<file path="config.mk">
export PLATFORM = sky130hd
export DESIGN_NAME = nfa_top
export DESIGN_NICKNAME = d
export VERILOG_FILES = /design/src/rtl/nfa_pkg.sv /design/src/rtl/nfa_btb.sv /design/src/rtl/nfa_pht.sv /design/src/rtl/nfa_slot_mask.sv /design/src/rtl/nfa_top.sv
export SDC_FILE = /design/constraint.sdc
export NUM_CORES = 1
export LEC_CHECK = 0
export ABC_CLOCK_PERIOD_IN_PS = 10500
export BUFFER_PORTS_ARGS = -buffer_cell sky130_fd_sc_hd__buf_2
export CELL_PAD_IN_SITES_DETAIL_PLACEMENT = 1
export CELL_PAD_IN_SITES_GLOBAL_PLACEMENT = 2
export CORE_MARGIN = 4
export CORE_UTILIZATION = 50
export CTS_BUF_LIST = sky130_fd_sc_hd__clkbuf_2
export CTS_CLUSTER_SIZE = 14
export DETAILED_ROUTE_END_ITERATION = 8
export GPL_TIMING_DRIVEN = 0
export PLACE_DENSITY = 0.88
export SYNTH_ARGS = -nofsm -noshare
export SYNTH_HDL_FRONTEND = slang
export SYNTH_SLANG_ARGS = --single-unit
</file>
<file path="constraint.sdc">
create_clock -name clk -period 10.5 [get_ports clk]
set_input_delay 2.1 -clock clk [delete_from_list [all_inputs] [get_ports clk]]
set_output_delay 2.1 -clock clk [all_outputs]
set_load 0.03 [all_outputs]
</file>
<file path="src/rtl/nfa_pkg.sv">
package nfa_pkg;

    typedef enum logic [0:0] {
        ST_BOOT  = 1'b0,
        ST_FETCH = 1'b1
    } nfa_state_e;

    localparam int unsigned INSTR_BYTES = 4;

    localparam logic [1:0] CTR_WEAK_NT = 2'd1;
    localparam logic [1:0] CTR_MAX     = 2'd3;
    localparam logic [1:0] CTR_MIN     = 2'd0;

endpackage

</file>
<file path="src/rtl/nfa_btb.sv">
module nfa_btb #(
    parameter int unsigned XLEN   = 32,
    parameter int unsigned DEPTH  = 16,
    parameter int unsigned TAG_W  = 8,
    parameter int unsigned SLOT_W = 2
) (
    input  logic              clk,
    input  logic              rst_n,
    input  logic [XLEN-1:0]   rd_pc,
    output logic              rd_match,
    output logic [SLOT_W-1:0] rd_slot,
    output logic [XLEN-1:0]   rd_target,
    input  logic              wr_en,
    input  logic [XLEN-1:0]   wr_pc,
    input  logic [SLOT_W-1:0] wr_slot,
    input  logic [XLEN-1:0]   wr_target
);
    localparam int unsigned IDX_W  = $clog2(DEPTH);
    localparam int unsigned IDX_LO = 2;
    localparam int unsigned TAG_LO = IDX_LO + IDX_W;

    logic [DEPTH-1:0]  ent_vld;
    logic [TAG_W-1:0]  ent_tag [DEPTH];
    logic [SLOT_W-1:0] ent_slot[DEPTH];
    logic [XLEN-1:0]   ent_tgt [DEPTH];

    logic [IDX_W-1:0] rd_idx;
    logic [IDX_W-1:0] wr_idx;
    logic [TAG_W-1:0] rd_tag;
    logic [TAG_W-1:0] wr_tag;

    assign rd_idx = rd_pc[IDX_LO +: IDX_W];
    assign wr_idx = wr_pc[IDX_LO +: IDX_W];
    assign rd_tag = rd_pc[TAG_LO +: TAG_W];
    assign wr_tag = wr_pc[TAG_LO +: TAG_W];

    for (genvar e = 0; e < DEPTH; e++) begin : g_entry
        logic sel;
        assign sel = wr_en && (wr_idx == IDX_W'(e));

        always_ff @(posedge clk) begin
            if (!rst_n) begin
                ent_vld[e] <= 1'b0;
            end else if (sel) begin
                ent_vld[e] <= 1'b1;
            end
        end

        always_ff @(posedge clk) begin
            if (!rst_n) begin
                ent_tag[e]  <= '0;
                ent_slot[e] <= '0;
                ent_tgt[e]  <= '0;
            end else if (sel) begin
                ent_tag[e]  <= wr_tag;
                ent_slot[e] <= wr_slot;
                ent_tgt[e]  <= wr_target;
            end
        end
    end

    always_comb begin
        rd_match  = ent_vld[rd_idx] && (ent_tag[rd_idx] == rd_tag);
        rd_slot   = ent_slot[rd_idx];
        rd_target = ent_tgt[rd_idx];
    end

endmodule

</file>
<file path="src/rtl/nfa_pht.sv">
module nfa_pht
    import nfa_pkg::*;
#(
    parameter int unsigned XLEN  = 32,
    parameter int unsigned DEPTH = 64
) (
    input  logic            clk,
    input  logic            rst_n,
    input  logic [XLEN-1:0] rd_pc,
    output logic [1:0]      rd_ctr,
    input  logic            wr_en,
    input  logic [XLEN-1:0] wr_pc,
    input  logic            wr_taken
);
    localparam int unsigned IDX_W  = $clog2(DEPTH);
    localparam int unsigned IDX_LO = 2;

    logic [1:0]       ctr [DEPTH];
    logic [IDX_W-1:0] rd_idx;
    logic [IDX_W-1:0] wr_idx;

    assign rd_idx = rd_pc[IDX_LO +: IDX_W];
    assign wr_idx = wr_pc[IDX_LO +: IDX_W];

    for (genvar c = 0; c < DEPTH; c++) begin : g_ctr
        logic       sel;
        logic [1:0] stepped;

        assign sel = wr_en && (wr_idx == IDX_W'(c));

        always_comb begin
            stepped = ctr[c];
            if (wr_taken) begin
                if (ctr[c] != CTR_MAX) stepped = ctr[c] + 2'd1;
            end else begin
                if (ctr[c] != CTR_MIN) stepped = ctr[c] - 2'd1;
            end
        end

        always_ff @(posedge clk) begin
            if (!rst_n) begin
                ctr[c] <= CTR_WEAK_NT;
            end else if (sel) begin
                ctr[c] <= stepped;
            end
        end
    end

    assign rd_ctr = ctr[rd_idx];

endmodule

</file>
<file path="src/rtl/nfa_slot_mask.sv">
module nfa_slot_mask #(
    parameter int unsigned SLOTS = 4,
    parameter int unsigned CNT_W = $clog2(SLOTS + 1)
) (
    input  logic [CNT_W-1:0] count,
    output logic [SLOTS-1:0] mask
);
    for (genvar s = 0; s < SLOTS; s++) begin : g_bit
        assign mask[s] = (CNT_W'(s) < count);
    end

endmodule

</file>
<file path="src/rtl/nfa_top.sv">
module nfa_top
    import nfa_pkg::*;
#(
    parameter int unsigned XLEN      = 32,
    parameter int unsigned SLOTS     = 4,
    parameter int unsigned BTB_DEPTH = 16,
    parameter int unsigned PHT_DEPTH = 64,
    parameter int unsigned TAG_W     = 8,
    parameter logic [31:0] RESET_PC  = 32'h0000_1000
) (
    input  logic                         clk,
    input  logic                         rst_n,
    input  logic [$clog2(SLOTS+1)-1:0]   grp_width,
    input  logic                         redirect,
    input  logic [XLEN-1:0]              redir_pc,
    input  logic                         upd_en,
    input  logic [XLEN-1:0]              upd_pc,
    input  logic [$clog2(SLOTS)-1:0]     upd_slot,
    input  logic [XLEN-1:0]              upd_target,
    input  logic                         upd_taken,
    output logic [XLEN-1:0]              cur_pc,
    output logic [XLEN-1:0]              next_pc,
    output logic [SLOTS-1:0]             slot_valid,
    output logic                         pred_taken
);
    localparam int unsigned WID_W  = $clog2(SLOTS + 1);
    localparam int unsigned SLOT_W = $clog2(SLOTS);

    nfa_state_e state_q;
    nfa_state_e state_d;
    logic [XLEN-1:0] pc_q;
    logic            fetching;

    logic [WID_W-1:0] w_eff;
    logic [WID_W-1:0] cut_cnt;
    logic [SLOTS-1:0] seq_mask;
    logic [SLOTS-1:0] cut_mask;
    logic [XLEN-1:0]  seq_pc;

    logic              btb_match;
    logic [SLOT_W-1:0] btb_slot;
    logic [XLEN-1:0]   btb_target;
    logic [1:0]        pht_ctr;
    logic              hit;
    logic              taken;

    // width limited to 1..SLOTS
    always_comb begin
        if (grp_width == '0) begin
            w_eff = WID_W'(1);
        end else if (grp_width > WID_W'(SLOTS)) begin
            w_eff = WID_W'(SLOTS);
        end else begin
            w_eff = grp_width;
        end
    end

    nfa_btb #(
        .XLEN   (XLEN),
        .DEPTH  (BTB_DEPTH),
        .TAG_W  (TAG_W),
        .SLOT_W (SLOT_W)
    ) btb_i (
        .clk       (clk),
        .rst_n     (rst_n),
        .rd_pc     (pc_q),
        .rd_match  (btb_match),
        .rd_slot   (btb_slot),
        .rd_target (btb_target),
        .wr_en     (upd_en),
        .wr_pc     (upd_pc),
        .wr_slot   (upd_slot),
        .wr_target (upd_target)
    );

    nfa_pht #(
        .XLEN  (XLEN),
        .DEPTH (PHT_DEPTH)
    ) pht_i (
        .clk      (clk),
        .rst_n    (rst_n),
        .rd_pc    (pc_q),
        .rd_ctr   (pht_ctr),
        .wr_en    (upd_en),
        .wr_pc    (upd_pc),
        .wr_taken (upd_taken)
    );

    assign cut_cnt = WID_W'(btb_slot) + WID_W'(1);

    nfa_slot_mask #(.SLOTS(SLOTS), .CNT_W(WID_W)) seq_mask_i (
        .count (w_eff),
        .mask  (seq_mask)
    );

    nfa_slot_mask #(.SLOTS(SLOTS), .CNT_W(WID_W)) cut_mask_i (
        .count (cut_cnt),
        .mask  (cut_mask)
    );

    assign seq_pc = pc_q + (XLEN'(w_eff) * XLEN'(INSTR_BYTES));
    assign hit    = btb_match && (WID_W'(btb_slot) < w_eff);
    assign taken  = hit && pht_ctr[1];

    // state register
    always_ff @(posedge clk) begin
        if (!rst_n) begin
            state_q <= ST_BOOT;
        end else begin
            state_q <= state_d;
        end
    end

    always_comb begin
        state_d = state_q;
        unique case (state_q)
            ST_BOOT:  state_d = ST_FETCH;
            ST_FETCH: state_d = ST_FETCH;
            default:  state_d = ST_BOOT;
        endcase
    end

    // outputs
    always_comb begin
        next_pc    = pc_q;
        slot_valid = '0;
        pred_taken = 1'b0;
        unique case (state_q)
            ST_BOOT: begin
                next_pc    = pc_q;
                slot_valid = '0;
                pred_taken = 1'b0;
            end
            ST_FETCH: begin
                if (taken) begin
                    next_pc    = btb_target;
                    slot_valid = cut_mask;
                    pred_taken = 1'b1;
                end else begin
                    next_pc    = seq_pc;
                    slot_valid = seq_mask;
                    pred_taken = 1'b0;
                end
            end
            default: begin
                next_pc    = pc_q;
                slot_valid = '0;
                pred_taken = 1'b0;
            end
        endcase
        if (redirect) begin
            next_pc    = redir_pc;
            slot_valid = '0;
            pred_taken = 1'b0;
        end
    end

    // group address register
    always_ff @(posedge clk) begin
        if (!rst_n) begin
            pc_q <= XLEN'(RESET_PC);
        end else begin
            pc_q <= next_pc;
        end
    end

    assign cur_pc   = pc_q;
    assign fetching = (state_q == ST_FETCH);

endmodule

</file>
==> results of run 1 <==
==> layout make-up <==
| class | instances | area, um2 | area share |
|---|---|---|---|
| antenna | 16 | 40.0 | 0.000865 |
| sequential | 849 | 25000 | 0.540 |
| tap | 1070 | 1340 | 0.0289 |
| clock buffer | 304 | 1520 | 0.0329 |
| clock inverter | 82 | 438 | 0.00946 |
| timing repair buffer | 159 | 906 | 0.0196 |
| multi-input combinational | 1853 | 15600 | 0.337 |
| inverter | 16 | 60.1 | 0.00130 |
| buffer | 334 | 1390 | 0.0300 |
==> layer usage <==
layer,vias up,track usage
met5,-,0.00541
met4,12,0.215
met3,745,0.145
met2,3054,0.597
met1,16900,0.486
li1,12900,-
==> worst min-delay path, cell delays in order (launching register included) <==
cell     delay, ns
dfxtp_1       0.34
nor2_1        0.05
nor2_1        0.07
==> registers in the layout, summed over array words and instances, names as in the netlist <==
signal	count
btb_i.ent_slot	32
btb_i.ent_tag	128
btb_i.ent_tgt	512
btb_i.ent_vld	16
cur_pc	32
fetching	1
pht_i.ctr	128
==> report_power, final <==
group          switching (mW)  internal [mW]
logic                   0.779          0.370
clock network            1.53          0.870
registers              0.0813           3.88
total                    2.39           5.12
==> final timing paths <==
check	startpoint	endpoint	slack, ns	cells after the start
min	btb_i.ent_vld[5]	btb_i.ent_vld[5]	0.48	2
max	cur_pc[4]	next_pc[28]	0.06	17
min reg2reg	btb_i.ent_vld[5]	btb_i.ent_vld[5]	0.48	2
max reg2reg	cur_pc[4]	cur_pc[28]	3.81	16
==> stage by stage <==
step | util | cells | area, um2
detailed placement | 0.536 | 4279 | 44300
global placement | 0.533 | 4274 | 44000
floorplan | - | 3052 | 41900
finish | 0.560 | 4683 | 46300
global route | 0.560 | 4671 | 46300
CTS | 0.559 | 4665 | 46200
==> kinds of logic after synthesis <==
kind of cell | share of synthesized area
muxes | 0.128
and+or+nand+nor | 0.169
xor gates and xnor gates | 0.0338
adders and majority gates | 0.00167
buffers and inverters | 0.0346
AOI/OAI and AO/OA | 0.0362
DFF | 0.596
==> cells in the final DEF (no fill, tap or decap), drive strengths merged, types with 4 or more instances in the layout <==
cell type,instances
o22a,5
xor2,9
xnor2,153
or2,5
clkbuf,571
edfxtp,800
or3,4
o21ai,17
a31oi,8
mux2,5
nor2,77
o211ai,4
nor3,129
o31a,8
diode,16
nand4,14
dfxtp,49
a211oi,14
a21oi,19
and3,748
buf,226
inv,21
o41ai,65
nand2b,20
nand3,82
nor4,30
nor3b,4
mux4,220
nor2b,11
clkinv,72
mux2i,37
nand2,89
and2,7
o221ai,5
o311a,6
a21o,17
and4,6
a311oi,7
ha,4
==> flow_summary.ini, run 1 <==
[status]
status = complete, but fails checks
violations = capacitance limit, slew limit

[synthesis]
yosysSeqAreaShare = 0.596
synth_cell_types = 66
postSynthCellCount = 3052
synthTopCellsByCount = edfxtp_1, and3_1, clkbuf_1, mux4_2, xnor2_1
ys_top_cells_by_area = edfxtp_1, mux4_2, and3_1
netlist_area_um2 = 41900
synth_most_common_cell = edfxtp_1
ys_warn_count = 0
synth_top_cell_by_area = edfxtp_1
synth_nets = 3163
synth_ff_type = edfxtp_1
synth_edf_count = 800
postSynthAreaPerCell_um2 = 13.7
synth-seq-cells = 849
async_flop_share = 0
synth_top_cell_area_share = 0.573

[clocking]
clock_sinks = 849
postCtsSetupRepairBufs = 0
hold_buffers = 0
cts_resized = 0
clk_root_buffer_cell = clkbuf_2
clk_latency_ns = 1.60
cts_made_buffers = 215
clk_pin_slew_ns = 0.11
cts_tree = yes
cts_buffer_depth = 3
htree_levels = 4

[timing]
hold_violations = 0
slew_headroom = -0.110
finalCritPeriodShare = 0.994
fmax_mhz = 95.8
worst_slew_pin_slew_ns = 1.66
slew_viol_final = 30
grt_setup_unrepaired = no
worst_hold_slack_ns = 0.483
fin_ws_ns = 0.0597
setup_violations = 0
finalClockSkew_ns = 0.168
final.setup.tns_ns = 0
period_minus_slack_ns = 10.44

[placed_design]
dp_hpwl_um = 117000
gp_congestion = 0.921
pre_cts_slack_ns = 1.96
portBuffers = 152

[finish]
synthToLayoutAreaGrowth_pct = 10.4
fin_nets = 3539
num-fill-cells = 8351
drive_gt1_frac = 0.222

[power_and_ir_drop]
power.density_nw_per_um2 = 162
total_power_mw = 7.50
vdd_ir_drop_max_mv = 0.102
leakage_nw = 18.2

[worst_setup_path]
cp_slowest_stage_delay_ns = 1.15
crit_type = flop to output pin
cpMostUsedCell = buf_2
critical_path.slowest_cell = clkbuf_1
critPathCaptureType = output pin
crit_path_start_kind = flop
required_ns = 8.40
critPathBufInv = 9
cpLargestDelayFamily = buffers and inverters
arrival_ns = 8.34
cp_max_fo = 10
worstPathCellList = buf_4, buf_4, buf_4, buf_2, buf_2, buf_2, clkbuf_1, mux4_2, ha_1, nor2_1, a311o_1, nand4_1, buf_2, nor4_1, a311oi_2, a21oi_1, buf_2

[routing]
wl_met3_um = 26800
drc = 0
met1_length_um = 59500
top_layer_used = met5
drt_iter0_markers = 5198
drt-wirelength-per-cell_um = 37.7
wl_met2_um = 78900
wl_um = 177000
routed-via-count = 33500
routed_via_density = 7.16
firstDrtPassIters = 6
postRouteAntennaNets = 0

[die]
fp.dieArea_um2 = 88600
start_util = 0.507
die_x_um = 298
core_region_area_um2 = 82600
die_y_um = 298
ioPinCount = 175
rows = 105

[global_routing]
grtUsageTotal = 0.391
grt_max_degree = 43
grt_pass1_vias = 34500
grt_pass1_wl_um = 247000
grt_remaining_overflow = 0
antenna_found_initial = 20

[run]
drv_cap = 5

[hold_path]
hold_path_class = flop to flop
Note: power is estimated with default switching activity, not from simulation.
==> inputs of run 2 (changes only) <==
--- a/config.mk
+++ b/config.mk
@@ -15,7 +15,8 @@
 export CTS_CLUSTER_SIZE = 14
 export DETAILED_ROUTE_END_ITERATION = 8
 export GPL_TIMING_DRIVEN = 0
-export PLACE_DENSITY = 0.88
+export MAX_ROUTING_LAYER = met4
+export PLACE_DENSITY = 0.95
 export SYNTH_ARGS = -nofsm -noshare
 export SYNTH_HDL_FRONTEND = slang
 export SYNTH_SLANG_ARGS = --single-unit
==> run 2 against run 1 <==
  * The flow still finishes with violations (capacitance limit, slew limit)
  * Worst setup slack improved by 0.018 ns
  * Wire length is 0.27% lower
  * Die area stayed put
  * Global-route usage up 1.0 points
  * Clock skew increased by 0.0043 ns
  * Clock power decreased by 4%
  * Maximum frequency increased by 0.18%
  * Largest power group unchanged
==> flow_summary.ini, run 2 (same netlist as run 1, synthesis figures left out) <==
[finish]
num-fill-cells = 8338
layout_common_cells = edfxtp_1, and3_1, clkbuf_2
top_regs = btb_i.ent_tgt x512, btb_i.ent_tag x128, pht_i.ctr x128
fin_nets = 3533
largest_register = btb_i.ent_tgt
final_common_cell = edfxtp_1
drive_gt1_frac = 0.222
synthToLayoutAreaGrowth_pct = 9.92
largest_reg_flops = 512
utilization = 0.558

[global_routing]
grtUsageTotal = 0.402
grt_max_degree = 43
grt_remaining_overflow = 0
antenna_found_initial = 20
grt_pass1_vias = 35200
grt_pass1_wl_um = 247000

[routing]
drc = 0
routed-via-count = 34100
postRouteAntennaNets = 0
drt-wirelength-per-cell_um = 37.8
firstDrtPassIters = 6
drt_iter0_markers = 5824
routed_via_density = 7.32
wl_um = 176000

[power_and_ir_drop]
leakage_nw = 18.1
vdd_ir_drop_max_mv = 0.103
power.density_nw_per_um2 = 161

[timing]
setup_violations = 0
period_minus_slack_ns = 10.42
grt_setup_unrepaired = no
fin_ws_ns = 0.0780
slew_headroom = -0.0676
finalCritPeriodShare = 0.993
hold_violations = 0
fmax_mhz = 96.0
final.setup.tns_ns = 0
worst_slew_pin_slew_ns = 1.60
slew_viol_final = 23
finalClockSkew_ns = 0.172

[worst_setup_path]
arrival_ns = 8.32
cp_max_fo = 10
crit_type = flop to output pin
critPathCaptureType = output pin
required_ns = 8.40
worstPathCellList = buf_4, buf_4, buf_4, buf_2, buf_2, buf_2, clkbuf_1, mux4_2, ha_1, nor2_1, a311o_1, nand4_1, buf_2, nor4_1, a311oi_1, a21oi_1, buf_2
cpMostUsedCell = buf_2
cp_slowest_stage_delay_ns = 1.21
critical_path.slowest_cell = clkbuf_1
crit_path_start_kind = flop

[placed_design]
portBuffers = 152
dp_hpwl_um = 116000
gp_congestion = 0.961
pre_cts_slack_ns = 2.00

[die]
fp.dieArea_um2 = 88600
die_x_um = 298
rows = 105
die_y_um = 298
core_region_area_um2 = 82600
ioPinCount = 175
start_util = 0.507

[clocking]
clk_pin_slew_ns = 0.10
htree_levels = 4
clock_sinks = 849
cts_resized = 0
clk_root_buffer_cell = clkbuf_2
hold_buffers = 0
postCtsSetupRepairBufs = 0
cts_buffer_depth = 3
clk_latency_ns = 1.62
cts_tree = yes
cts_made_buffers = 214

[hold_path]
hold_path_class = flop to flop

[run]
drv_cap = 4

[status]
status = complete, but fails checks
violations = capacitance limit, slew limit
==> run 2: cell count changes in the layout (fill, tap and decap cells not counted), sizes merged <==
cell | before | now
clkinv | 72 | 53
clkbuf | 571 | 566
buf | 226 | 222
inv | 21 | 25
bufinv | 3 | 0
diode | 16 | 18
==> run 2: critical path, delay by kind of cell (launching register included) <==
kind	cells	cell delay (ns)
adder cells (fa/ha/maj)	1	0.34
AND/OR/NAND/NOR	3	0.32
multiplexers	1	0.60
AO/OA/AOI/OAI	3	0.99
buffers and inverters	9	4.09
flip-flops	1	0.42
==> run 2: power breakdown <==
| part | switching (mW) | internal, mW | leakage (nW) |
|---|---|---|---|
| combinational | 0.778 | 0.366 | 8.71 |
| clock | 1.52 | 0.794 | 1.41 |
| sequential | 0.0830 | 3.88 | 7.94 |
| total | 2.38 | 5.04 | 18.1 |
==> run 2: cell type report <==
cell class                 count  area (um2)  area share
tap                         1070        1340      0.0290
clock buffer                 300        1500      0.0326
timing repair buffer         154         816      0.0177
multi-input combinational   1853       15600       0.339
sequential                   849       25000       0.542
antenna                       18        45.0    0.000977
inverter                      16        60.1     0.00130
buffer                       334        1390      0.0302
clock inverter                64         333     0.00722
==> run 2: routing by layer <==
layer / global-route usage / share of wire
met3: 0.158 / 0.16
met1: 0.473 / 0.33
met2: 0.587 / 0.44
met5: - / 0
met4: 0.234 / 0.068
==> run 2: metrics by stage <==
stage / hold slack (ns) / total power, mW / instance area (um2) / std cells
2_1_floorplan: 0.435 / 4.62 / 41900 / 3052
3_3_place_gp: 0.446 / 5.06 / 44000 / 4274
5_1_grt: 0.516 / 7.56 / 46100 / 4650
3_5_place_dp: 0.463 / 5.12 / 44200 / 4276
6_report: 0.480 / 7.42 / 46100 / 4658
4_1_cts: 0.483 / 7.30 / 46000 / 4640
==> run 2: final timing paths <==
| kind | endpoint | from | cells after the start | slack, ns |
|---|---|---|---|---|
| worst max-delay path | next_pc[26] | cur_pc[4] | 17 | 0.08 |
| worst min-delay path | btb_i.ent_vld[6] | btb_i.ent_vld[6] | 2 | 0.48 |
| worst max register to register | cur_pc[26] | cur_pc[4] | 16 | 3.71 |
| worst min register to register | btb_i.ent_vld[6] | btb_i.ent_vld[6] | 2 | 0.48 |
